## src/rtl/pc_pkg.sv

```systemverilog
package pc_pkg;
  typedef enum logic [2:0] {
    ST_INIT   = 3'd0,
    ST_SHIFT  = 3'd1,
    ST_CHECK  = 3'd2,
    ST_RESUME = 3'd3,
    ST_STALL  = 3'd4
  } pc_state_e;
endpackage

```

## src/rtl/pc_first_hit.sv

```systemverilog
module pc_first_hit #(
  parameter int N  = 8,
  parameter int GW = 4
) (
  input  logic [N-1:0]  hit,
  input  logic [GW-1:0] lo,
  input  logic [GW-1:0] hi,
  output logic          found,
  output logic [GW-1:0] idx
);
  // lowest set bit inside [lo, hi]; scan from the top so the lowest wins
  always_comb begin
    found = 1'b0;
    idx   = '0;
    for (int i = N - 1; i >= 0; i--) begin
      if (hit[i] && (GW'(i) >= lo) && (GW'(i) <= hi)) begin
        found = 1'b1;
        idx   = GW'(i);
      end
    end
  end
endmodule

```

## src/rtl/pc_end_detect.sv

```systemverilog
module pc_end_detect #(
  parameter int AW  = 12,
  parameter int BLK = 4
) (
  input  logic [AW:0]   nxt,
  input  logic [AW-1:0] text_len,
  output logic          past_end
);
  logic [AW+1:0] blk_end;
  assign blk_end  = {1'b0, nxt} + (AW+2)'(BLK);
  assign past_end = blk_end > {2'b00, text_len};
endmodule

```

## src/rtl/skipscan_pos_ctrl.sv

```systemverilog
module skipscan_pos_ctrl
  import pc_pkg::*;
#(
  parameter int BLK  = 4,
  parameter int NGRP = 8,
  parameter int AW   = 12,
  parameter int WW   = $clog2(NGRP + BLK)
) (
  input  logic            clk,
  input  logic            rst,
  input  logic            start,
  input  logic [AW-1:0]   text_len,
  input  logic [WW-1:0]   win_size,
  input  logic [NGRP-1:0] grp_hit,
  input  logic            job_full,
  output logic [AW-1:0]   fetch_addr,
  output logic            job_req,
  output logic [AW-1:0]   job_anchor,
  output logic [WW-1:0]   job_len,
  output logic            done
);
  localparam int GW = $clog2(NGRP + 1);

  pc_state_e     state_q;
  logic [AW-1:0] pos_q, save_q;
  logic [GW-1:0] j_q;

  // highest group index that is meaningful for this window
  logic [WW:0]   last_w;
  logic [GW-1:0] last_g;
  assign last_w = {1'b0, win_size} - (WW+1)'(BLK);
  assign last_g = GW'(last_w);

  logic [GW-1:0] lo_g;
  logic          fh_found;
  logic [GW-1:0] fh_idx;
  assign lo_g = (state_q == ST_CHECK) ? j_q + GW'(1) : '0;

  pc_first_hit #(.N(NGRP), .GW(GW)) u_first (
    .hit  (grp_hit),
    .lo   (lo_g),
    .hi   (last_g),
    .found(fh_found),
    .idx  (fh_idx)
  );

  logic          hit_j;
  logic [GW-1:0] shift_g, dist_g;
  logic          all_hit;
  assign hit_j   = |(grp_hit & (NGRP'(1) << j_q));
  assign shift_g = fh_found ? fh_idx : last_g + GW'(1);
  assign dist_g  = fh_found ? (fh_idx - j_q) : (last_g + GW'(1) - j_q);
  assign all_hit = hit_j && (j_q == last_g);

  logic [AW:0] nxt;
  logic        past_end;
  always_comb begin
    unique case (state_q)
      ST_INIT:  nxt = (AW+1)'(last_g);
      ST_SHIFT: nxt = {1'b0, pos_q} + (AW+1)'(shift_g);
      ST_CHECK: nxt = all_hit ? {1'b0, save_q} + (AW+1)'(1)
                              : {1'b0, save_q} + (AW+1)'(dist_g);
      default:  nxt = {1'b0, save_q} + (AW+1)'(1);
    endcase
  end

  pc_end_detect #(.AW(AW), .BLK(BLK)) u_end (
    .nxt     (nxt),
    .text_len(text_len),
    .past_end(past_end)
  );

  always_ff @(posedge clk) begin
    if (rst) begin
      state_q    <= ST_INIT;
      pos_q      <= '0;
      save_q     <= '0;
      j_q        <= '0;
      job_req    <= 1'b0;
      job_anchor <= '0;
      job_len    <= '0;
      done       <= 1'b0;
    end else begin
      job_req <= 1'b0;
      unique case (state_q)
        ST_INIT: begin
          if (start) begin
            pos_q <= nxt[AW-1:0];
            done  <= past_end;
            if (!past_end) state_q <= ST_SHIFT;
          end
        end
        ST_SHIFT: begin
          if (shift_g == '0) begin
            save_q <= pos_q;
            if (last_g == '0) begin
              state_q <= ST_STALL;
            end else begin
              pos_q   <= pos_q - AW'(1);
              j_q     <= GW'(1);
              state_q <= ST_CHECK;
            end
          end else if (past_end) begin
            done    <= 1'b1;
            state_q <= ST_INIT;
          end else begin
            pos_q <= nxt[AW-1:0];
          end
        end
        ST_CHECK: begin
          if (all_hit && job_full) begin
            state_q <= ST_STALL;
          end else if (hit_j && !all_hit) begin
            pos_q <= pos_q - AW'(1);
            j_q   <= j_q + GW'(1);
          end else begin
            if (all_hit) begin
              job_req    <= 1'b1;
              job_anchor <= save_q - AW'(last_g);
              job_len    <= win_size;
            end
            if (past_end) begin
              done    <= 1'b1;
              state_q <= ST_INIT;
            end else begin
              pos_q   <= nxt[AW-1:0];
              state_q <= ST_RESUME;
            end
          end
        end
        ST_STALL: begin
          if (!job_full) begin
            job_req    <= 1'b1;
            job_anchor <= save_q - AW'(last_g);
            job_len    <= win_size;
            if (past_end) begin
              done    <= 1'b1;
              state_q <= ST_INIT;
            end else begin
              pos_q   <= nxt[AW-1:0];
              state_q <= ST_RESUME;
            end
          end
        end
        default: state_q <= ST_SHIFT;
      endcase
    end
  end

  assign fetch_addr = pos_q;


  walk_align_chk: assert property (@(posedge clk) disable iff (rst)
    (state_q == ST_CHECK) |-> (({1'b0, pos_q} + (AW+1)'(j_q)) == {1'b0, save_q}) && (j_q != '0));

  job_slot_chk: assert property (@(posedge clk) disable iff (rst)
    job_req |-> $past(!job_full));

  stall_hold_chk: assert property (@(posedge clk) disable iff (rst)
    (state_q == ST_STALL && job_full) |=> $stable(pos_q));

  job_pulse_chk: assert property (@(posedge clk) disable iff (rst)
    job_req |=> !job_req);

  done_idle_chk: assert property (@(posedge clk) disable iff (rst)
    done |-> (state_q == ST_INIT));
endmodule

```

## config.mk

```make
export PLATFORM = sky130hd
export DESIGN_NAME = skipscan_pos_ctrl
export DESIGN_NICKNAME = d
export VERILOG_FILES = /design/src/rtl/pc_pkg.sv /design/src/rtl/pc_first_hit.sv /design/src/rtl/pc_end_detect.sv /design/src/rtl/skipscan_pos_ctrl.sv
export SDC_FILE = /design/constraint.sdc
export NUM_CORES = 1
export LEC_CHECK = 0
export BUFFER_PORTS_ARGS = -buffer_cell sky130_fd_sc_hd__buf_4
export CORE_MARGIN = 1.5
export CORE_UTILIZATION = 50
export CTS_BUF_LIST = sky130_fd_sc_hd__clkbuf_4
export CTS_CLUSTER_SIZE = 14
export DETAILED_ROUTE_END_ITERATION = 8
export PLACE_DENSITY = 0.7
export SYNTH_ARGS = -nofsm -noshare
export SYNTH_HDL_FRONTEND = slang
export SYNTH_SLANG_ARGS = --single-unit
```

## constraint.sdc

```tcl
create_clock -name clk -period 19.9 [get_ports clk]
set_input_delay 0 -clock clk [delete_from_list [all_inputs] [get_ports clk]]
set_output_delay 0 -clock clk [all_outputs]
set_load 0.02 [all_outputs]
```

==> metrics.md, run 1 <==
| Metric | Value |
|---|---|
| Hold Fails Final Rpt | 0 |
| Critical Path Start | state_q[1] |
| Max incr delay on CP | 740 ps |
| Async SR Flop Fraction | 0 |
| Initial antenna violation count | 0 |
| Fin crit period | 8428 ps |
| Run status | completed |
| Drt first pass iters | 6 |
| Mean Syn Cell Area | between 7 and 8 um2 |
| Cell variety after synth | 91 |
| Post-CTS resize count | 0 |
| Storage element area | 980.9 um2 |
| Crit path DAT | ~8800 ps |
| Core area | 10790 um2 |
| Vias in the first global route | 5336 |
| Ranking of synthesized cells by area | dfxtp_1, ha_1, a21oi_1 |
| Post-Synth XOR/XNOR Area | 0.07477 |
| Fin worst setup slack | 11470 ps |
| Complex-gate fraction of the synthesized area | 0.2918 |
| Worst Path Required | 20220 ps |
| Mux share of post-synthesis cell area | 0.02182 |
| Bufs on Longest Clock Path | 2 |
| Residual overflow from global routing | 0 |
| Final setup fails | 0 |
| Initial Utilization | 0.5101 |
| Worst-path fanout max | 18 |
| Max-cap viol count | 0 |
| Post-Syn Instances | 728 |
| Synth top cells by count | nor2_1, a21oi_1, dfxtp_1, nand2_1, inv_1 |
| Hold Path Stages | 2 |
| Die height | around 110 um |
| R2r setup slk | 11470 ps |
| Post-synth EDFFs | 0 |
| CTS Buf Count | 5 |
| Fraction of layout instances using a drive strength above 1 | 0.1345 |
| Worst hold margin | 39.09 ps |
| Synthesized area | 5505 um2 |
| # rows | 38 |
| Max Slew Vio Count | 0 |
| Top_reg_cell synth | dfxtp_1 |
| Post-Syn Nets | 801 |
| # nets final | slightly above 800 |
| Fillers | 1041 |
| H-tree depth | 2 |
| R2R cell count | 25 |
| CP max-delay cell | dfxtp_1 |
| Worst Tran Pin Value | 1086 ps |
| Die width | 107.9 um |
| Gpl congestion | around 0.97 |
| Yosys top cell by area | dfxtp_1 |
| CP Class | reg -> reg |
| Die area | around 12000 um2 |
| Initial DRC Count | 524 |
| N_diodes | 0 |
| I/O pins | 58 |
| Area grow syn2layout | 8.614% |
| Leading cell type by number of instances after synthesis | nor2_1 |
| WL per Instance | 18.68 um |
| Total global-route track usage | 0.2954 |
| Hold Startpoint | rst |
| Max-slew headroom | 0.2739 |
| Power Total | around 0.00070 W |
| Static leakage | 2.448 nW |
| Fin Setup TNS | 0 ps |
| Clock Latency Late Sink | 420 ps |
| Worst Hold Class | in -> reg |
| Routed via count | 5660 |
| Clock slew at reported path FFs | 170 ps |
| RSZ-0062 raised after global routing | no |
| Reg2reg start | state_q[1] |
| Placement Setup Slack | 11650 ps |
| PwrDens | ~120 nW/um2 |
| Post-DRT Antenna Nets | 0 |
| CP dominant cell by count | ha_1 |
| Hold Path End | j_q[2] |
| Drt via density | 6.352 |
| CTS tree | yes |
| Largest net degree at the start of global routing | 50 |
| CP endpoint kind | flop |
| Synth warn | 0 |
| Fin area | around 6000 um2 |
| PortBufs | 57 |
| Seq cells post-synth | between 40 and 50 |
| Crit share post-route | 0.4235 |
| Clock Tree Root | clkbuf_4 |
| Sequential area share after synthesis | 0.1782 |
| Footprint of the multi-input gates | 4084 um2 |
| Area post-placement | between 5000 and 6000 um2 |
| Post-synth top area share | 0.1782 |
| Worst R2R End | fetch_addr[11] |
| Fmax | 0.1187 GHz |
| Post-Route WL | 16640 um |
| Simple-gate share of the synthesized area | 0.2445 |
| DRC viols | 0 |
| DP HPWL | 12580 um |
| VDD IR max | 0.00007665 V |
| Main combinational cell family by area after synthesis | compound AO/OA/AOI/OAI gates |
| Clock sinks | 49 |
| Adder-cell share of the synthesized area | 0.1077 |
| First-pass GRT wire length | 27350 um |
| Final Skew | roughly 17 ps |
| CP Launch Type | flop |
==> area by class of cell <==
class	count	area share
Tap cell	140	0.02929
Inverter	46	0.02888
Clock buffer	5	0.006277
Clock inverter	3	0.004394
Multi-Input combinational cell	583	0.6830
Sequential cell	49	0.1641
Timing Repair Buffer	65	0.08412
==> how the worst max path moves through the flow <==
stage                     endpoint  slack (ps)  cells after the start
floorplan           fetch_addr[11]       12720                     36
global placement    fetch_addr[11]       11740                     32
detailed placement  fetch_addr[11]       11650                     29
CTS                 fetch_addr[11]       11600                     29
global route        fetch_addr[11]       10860                     32
finish              fetch_addr[11]       11470                     25
==> flip-flops by register name, summed over array words and instances (netlist names) <==
name / cells
done: 1
state_q: 3
fetch_addr: 12
job_req: 1
j_q: 4
job_len: 4
job_anchor: 12
save_q: 12
==> what timing repair did <==
item / CTS / global route
hold endpoints to repair: 7 / 0
hold buffers: 6 / 0
setup buffers: 0 / 0
==> report_power, final <==
group	leakage, nW	switching (W)	internal, W
clock	0.0293	0.0000416	0.0000146
combinational	2.02	0.000284	0.000177
sequential	0.398	0.0000618	0.000119
==> placed cells by master (no fill, tap or decap), types with 7 or more instances in the layout <==
cell type / count
or3_1: 9
o22ai_1: 7
a211oi_1: 19
o21ai_0: 40
buf_4: 59
ha_1: 41
xor2_1: 17
nand2b_1: 10
dfxtp_1: 49
a31oi_1: 8
nand3_1: 31
nor4_1: 10
a22oi_1: 7
nor3_1: 20
nor2_1: 71
o211ai_1: 9
o21a_1: 9
mux2i_1: 12
nand2_1: 47
a21oi_1: 55
a21o_1: 14
inv_1: 46
xnor2_1: 30
==> stage by stage <==
| step | instances | util |
|---|---|---|
| after floorplan | 728 | - |
| after global placement | 877 | 0.5425 |
| after detailed placement | 877 | 0.5425 |
| after global routing | 891 | 0.5540 |
| after CTS | 891 | 0.5540 |
| final | 891 | 0.5540 |
==> worst max-delay path: cells and delay by family (launching register included) <==
| kind | cells | cell delay, ps |
|---|---|---|
| AOI/OAI and AO/OA | 13 | 3460 |
| xor gates and xnor gates | 2 | 310 |
| DFF | 1 | 740 |
| and+or+nand+nor | 5 | 1940 |
| adders and majority gates | 5 | 1880 |
==> metal layers <==
metal  up-vias  part of all wire  wire [um]  global-route usage
li1       2711                 -          -                   -
met2       240              0.45       7440              0.4727
met4         0             0.023        377             0.08553
met3        42             0.081       1356             0.05425
met5         -                 0          0                   0
met1      2667              0.45       7465              0.4057
==> cell families (layout without fill, tap and decap cells) <==
family | after synthesis | in the layout
XOR/XNOR | 47 | 47
flip-flops | 49 | 49
buffers and inverters | 96 | 119
AND/OR/NAND/NOR | 252 | 252
AO/OA/AOI/OAI | 227 | 227
adder cells (fa/ha/maj) | 45 | 45
multiplexers | 12 | 12
No activity file was read; power rests on OpenSTA's default activity.
==> inputs of run 2 (changes only) <==
==> constraint.sdc (replaced) <==
create_clock -name clk -period 8.7 [get_ports clk]
set_input_delay 0 -clock clk [delete_from_list [all_inputs] [get_ports clk]]
set_output_delay 0 -clock clk [all_outputs]
set_load 0.02 [all_outputs]
==> run 2 against run 1 <==
- cell count increased by 0.79%
- first-iteration DRC count increased by 18%
- highest routed layer unchanged
- clock power rose to 2.5 times the previous value
- via count is 0.67% higher
- clock skew rose by 0.52 ps
- setup slack got worse by 11000 ps
- sequential share of layout area down 0.20 points
- largest power group unchanged
- wire length grew 0.11%
- worst hold slack improved by 18 ps
==> metrics.md, run 2 (synthesized netlist as in run 1, its figures left out) <==
| Metric | Value |
|---|---|
| Residual overflow from global routing | 0 (unchanged) |
| Worst Tran Pin Value | 1120 ps (+34.26 ps) |
| PwrDens | 271.1 nW/um2 (+130%) |
| Area post-placement | 5908 um2 (+0.90%) |
| Post-Route WL | 16660 um (+0.11%) |
| Clock Latency Late Sink | 390 ps (-30 ps) |
| Drt first pass iters | 5 (-1) |
| Fin area | 6062 um2 (+1.4%) |
| Clock sinks | 49 (unchanged) |
| Setup bufs post-CTS | 0 (unchanged) |
| Metal1 wirelength | 7216 um (-3.3%) |
| CP endpoint kind | flop |
| Vias in the first global route | 5445 (+2.0%) |
| Met3 WL post-DR | 1295 um (-4.5%) |
| CP Launch Type | flop |
| VDD IR max | 0.0002406 V (+210%) |
| CP Class | reg -> reg |
| Fin crit period | 7929 ps (-499.2 ps) |
| Worst Hold Class | in -> reg |
| Die area | 11650 um2 (unchanged) |
| DRC viols | 0 (unchanged) |
| DP HPWL | 12800 um (+1.8%) |
| PortBufs | 57 (unchanged) |
| Post-DRT Antenna Nets | 0 (unchanged) |
| Crit path DAT | 8230 ps (-520 ps) |
| Fillers | 1038 (-0.29%) |
| CP dominant cell by count | ha_1 |
| # rows | 38 (unchanged) |
| Initial DRC Count | 616 (+18%) |
| Fraction of layout instances using a drive strength above 1 | 0.1451 (+0.01063) |
| H-tree depth | 2 (unchanged) |
| Run status | completed |
| N_diodes | 0 (unchanged) |
| Fmax | 0.1261 GHz (+6.3%) |
| Final Skew | 17.76 ps (+0.5156 ps) |
| CTS Buf Count | 5 (unchanged) |
| RSZ-0062 raised after global routing | no |
| Routed via count | 5698 (+0.67%) |
| Area grow syn2layout | 10.11% |
| Worst-path fanout max | 16 (-2) |
| Layout Utilization | 0.5617 (+0.007651) |
| Clock slew at reported path FFs | 160 ps (about the same) |
| First-pass GRT wire length | 26720 um (-2.3%) |
| I/O pins | 58 (unchanged) |
| Total global-route track usage | 0.2897 (-0.005722) |
| Initial antenna violation count | 0 (unchanged) |
| Max Slew Vio Count | 0 (unchanged) |
| Crit share post-route | 0.9114 (+0.4879) |
| Bufs on Longest Clock Path | 2 (unchanged) |
| Highest metal layer with signal wires | met4 |
| Met2 wire length | 7738 um (+4.0%) |
| Fin Setup TNS | 0 ps (unchanged) |
| Final setup fails | 0 (unchanged) |
| Commonest non-fill, non-tap cell in the layout | nor2_1 |
| Largest net degree at the start of global routing | 50 (unchanged) |
| CP max-delay cell | or3b_2 |
| Core area | 10790 um2 (unchanged) |
| Max incr delay on CP | 590 ps (-150 ps) |
| Static leakage | 2.497 nW (+2.0%) |
| Most frequent cells in the layout | nor2_1, buf_4, a21oi_1 |
| Worst Path Required | 9000 ps (-11220 ps) |
| R2R cell count | 30 (+20%) |
| Die height | 107.9 um (unchanged) |
| Gpl congestion | 0.9806 (+1.3%) |
| Drt via density | 6.345 (-0.11%) |
| # placed instances | 884 (+0.80%) |
| Final cell count without fillers | 898 (+0.79%) |
| CTS tree | yes |
| Max-slew headroom | 0.2510 (-0.02291) |
| Clock Tree Root | clkbuf_4 |
| Die width | 107.9 um (unchanged) |
| WL per Instance | 18.55 um (-0.67%) |
| # nets final | 830 (+0.85%) |
| Hold Fails Final Rpt | 0 (unchanged) |
| Max-cap viol count | 0 (unchanged) |
| Hold Path Stages | 2 (unchanged) |
| Initial Utilization | 0.5101 (unchanged) |
[run 2: report_power, final]
group | switching, W | total [W] | internal, W
combinational | 0.000670 | 0.00110 | 0.000425
sequential | 0.000132 | 0.000405 | 0.000273
clock | 0.0000813 | 0.000142 | 0.0000609
[run 2: what timing repair did]
item,4_1_cts,5_1_grt
setup endpoints to repair,0,12
hold buffers,6,0
endpoints found under the hold margin,6,0
gates resized for setup,0,3
[run 2: worst paths after layout]
kind	from	slack, ps	end
worst min register to register	done	490	done
worst min-delay path	rst	60	j_q[3]
worst max register to register	j_q[1]	770	fetch_addr[11]
worst max-delay path	j_q[1]	770	fetch_addr[11]
[run 2: routing by layer]
metal  global-route usage  vias up
met1               0.3814     2649
met5                    0        -
met3              0.03737       49
met2               0.4941      278
li1                     -     2722
met4              0.08741        0
[run 2: worst max-delay path: cells and delay by family, from the launching register on]
family	cells	cell delay, ps
fa+ha+maj	5	1720
buf+inv	3	400
simple gates	8	1820
xor+xnor	1	180
flops	1	520
compound gates	13	3170
[run 2: cell type report]
type / count / area (um2) / share of cell area
tap: 140 / 175.2 / 0.02890
clock buffer: 5 / 37.54 / 0.006192
sequential: 49 / 982.2 / 0.1620
timing repair buffer: 72 / 555.5 / 0.09164
inverter: 46 / 172.7 / 0.02848
multi-input combinational: 583 / 4093 / 0.6751
clock inverter: 3 / 46.29 / 0.007637
[run 2: stage by stage]
step / hold slack (ps) / power [W] / setup slack (ps)
finish: 56.99 / 0.001643 / 771.1
floorplan: 78.66 / 0.001160 / 1521
CTS: 43.25 / 0.001617 / 540.8
detailed placement: 247.8 / 0.001469 / 630.4
global placement: 247.0 / 0.001448 / 925.5
global route: 68.95 / 0.001757 / 88.81
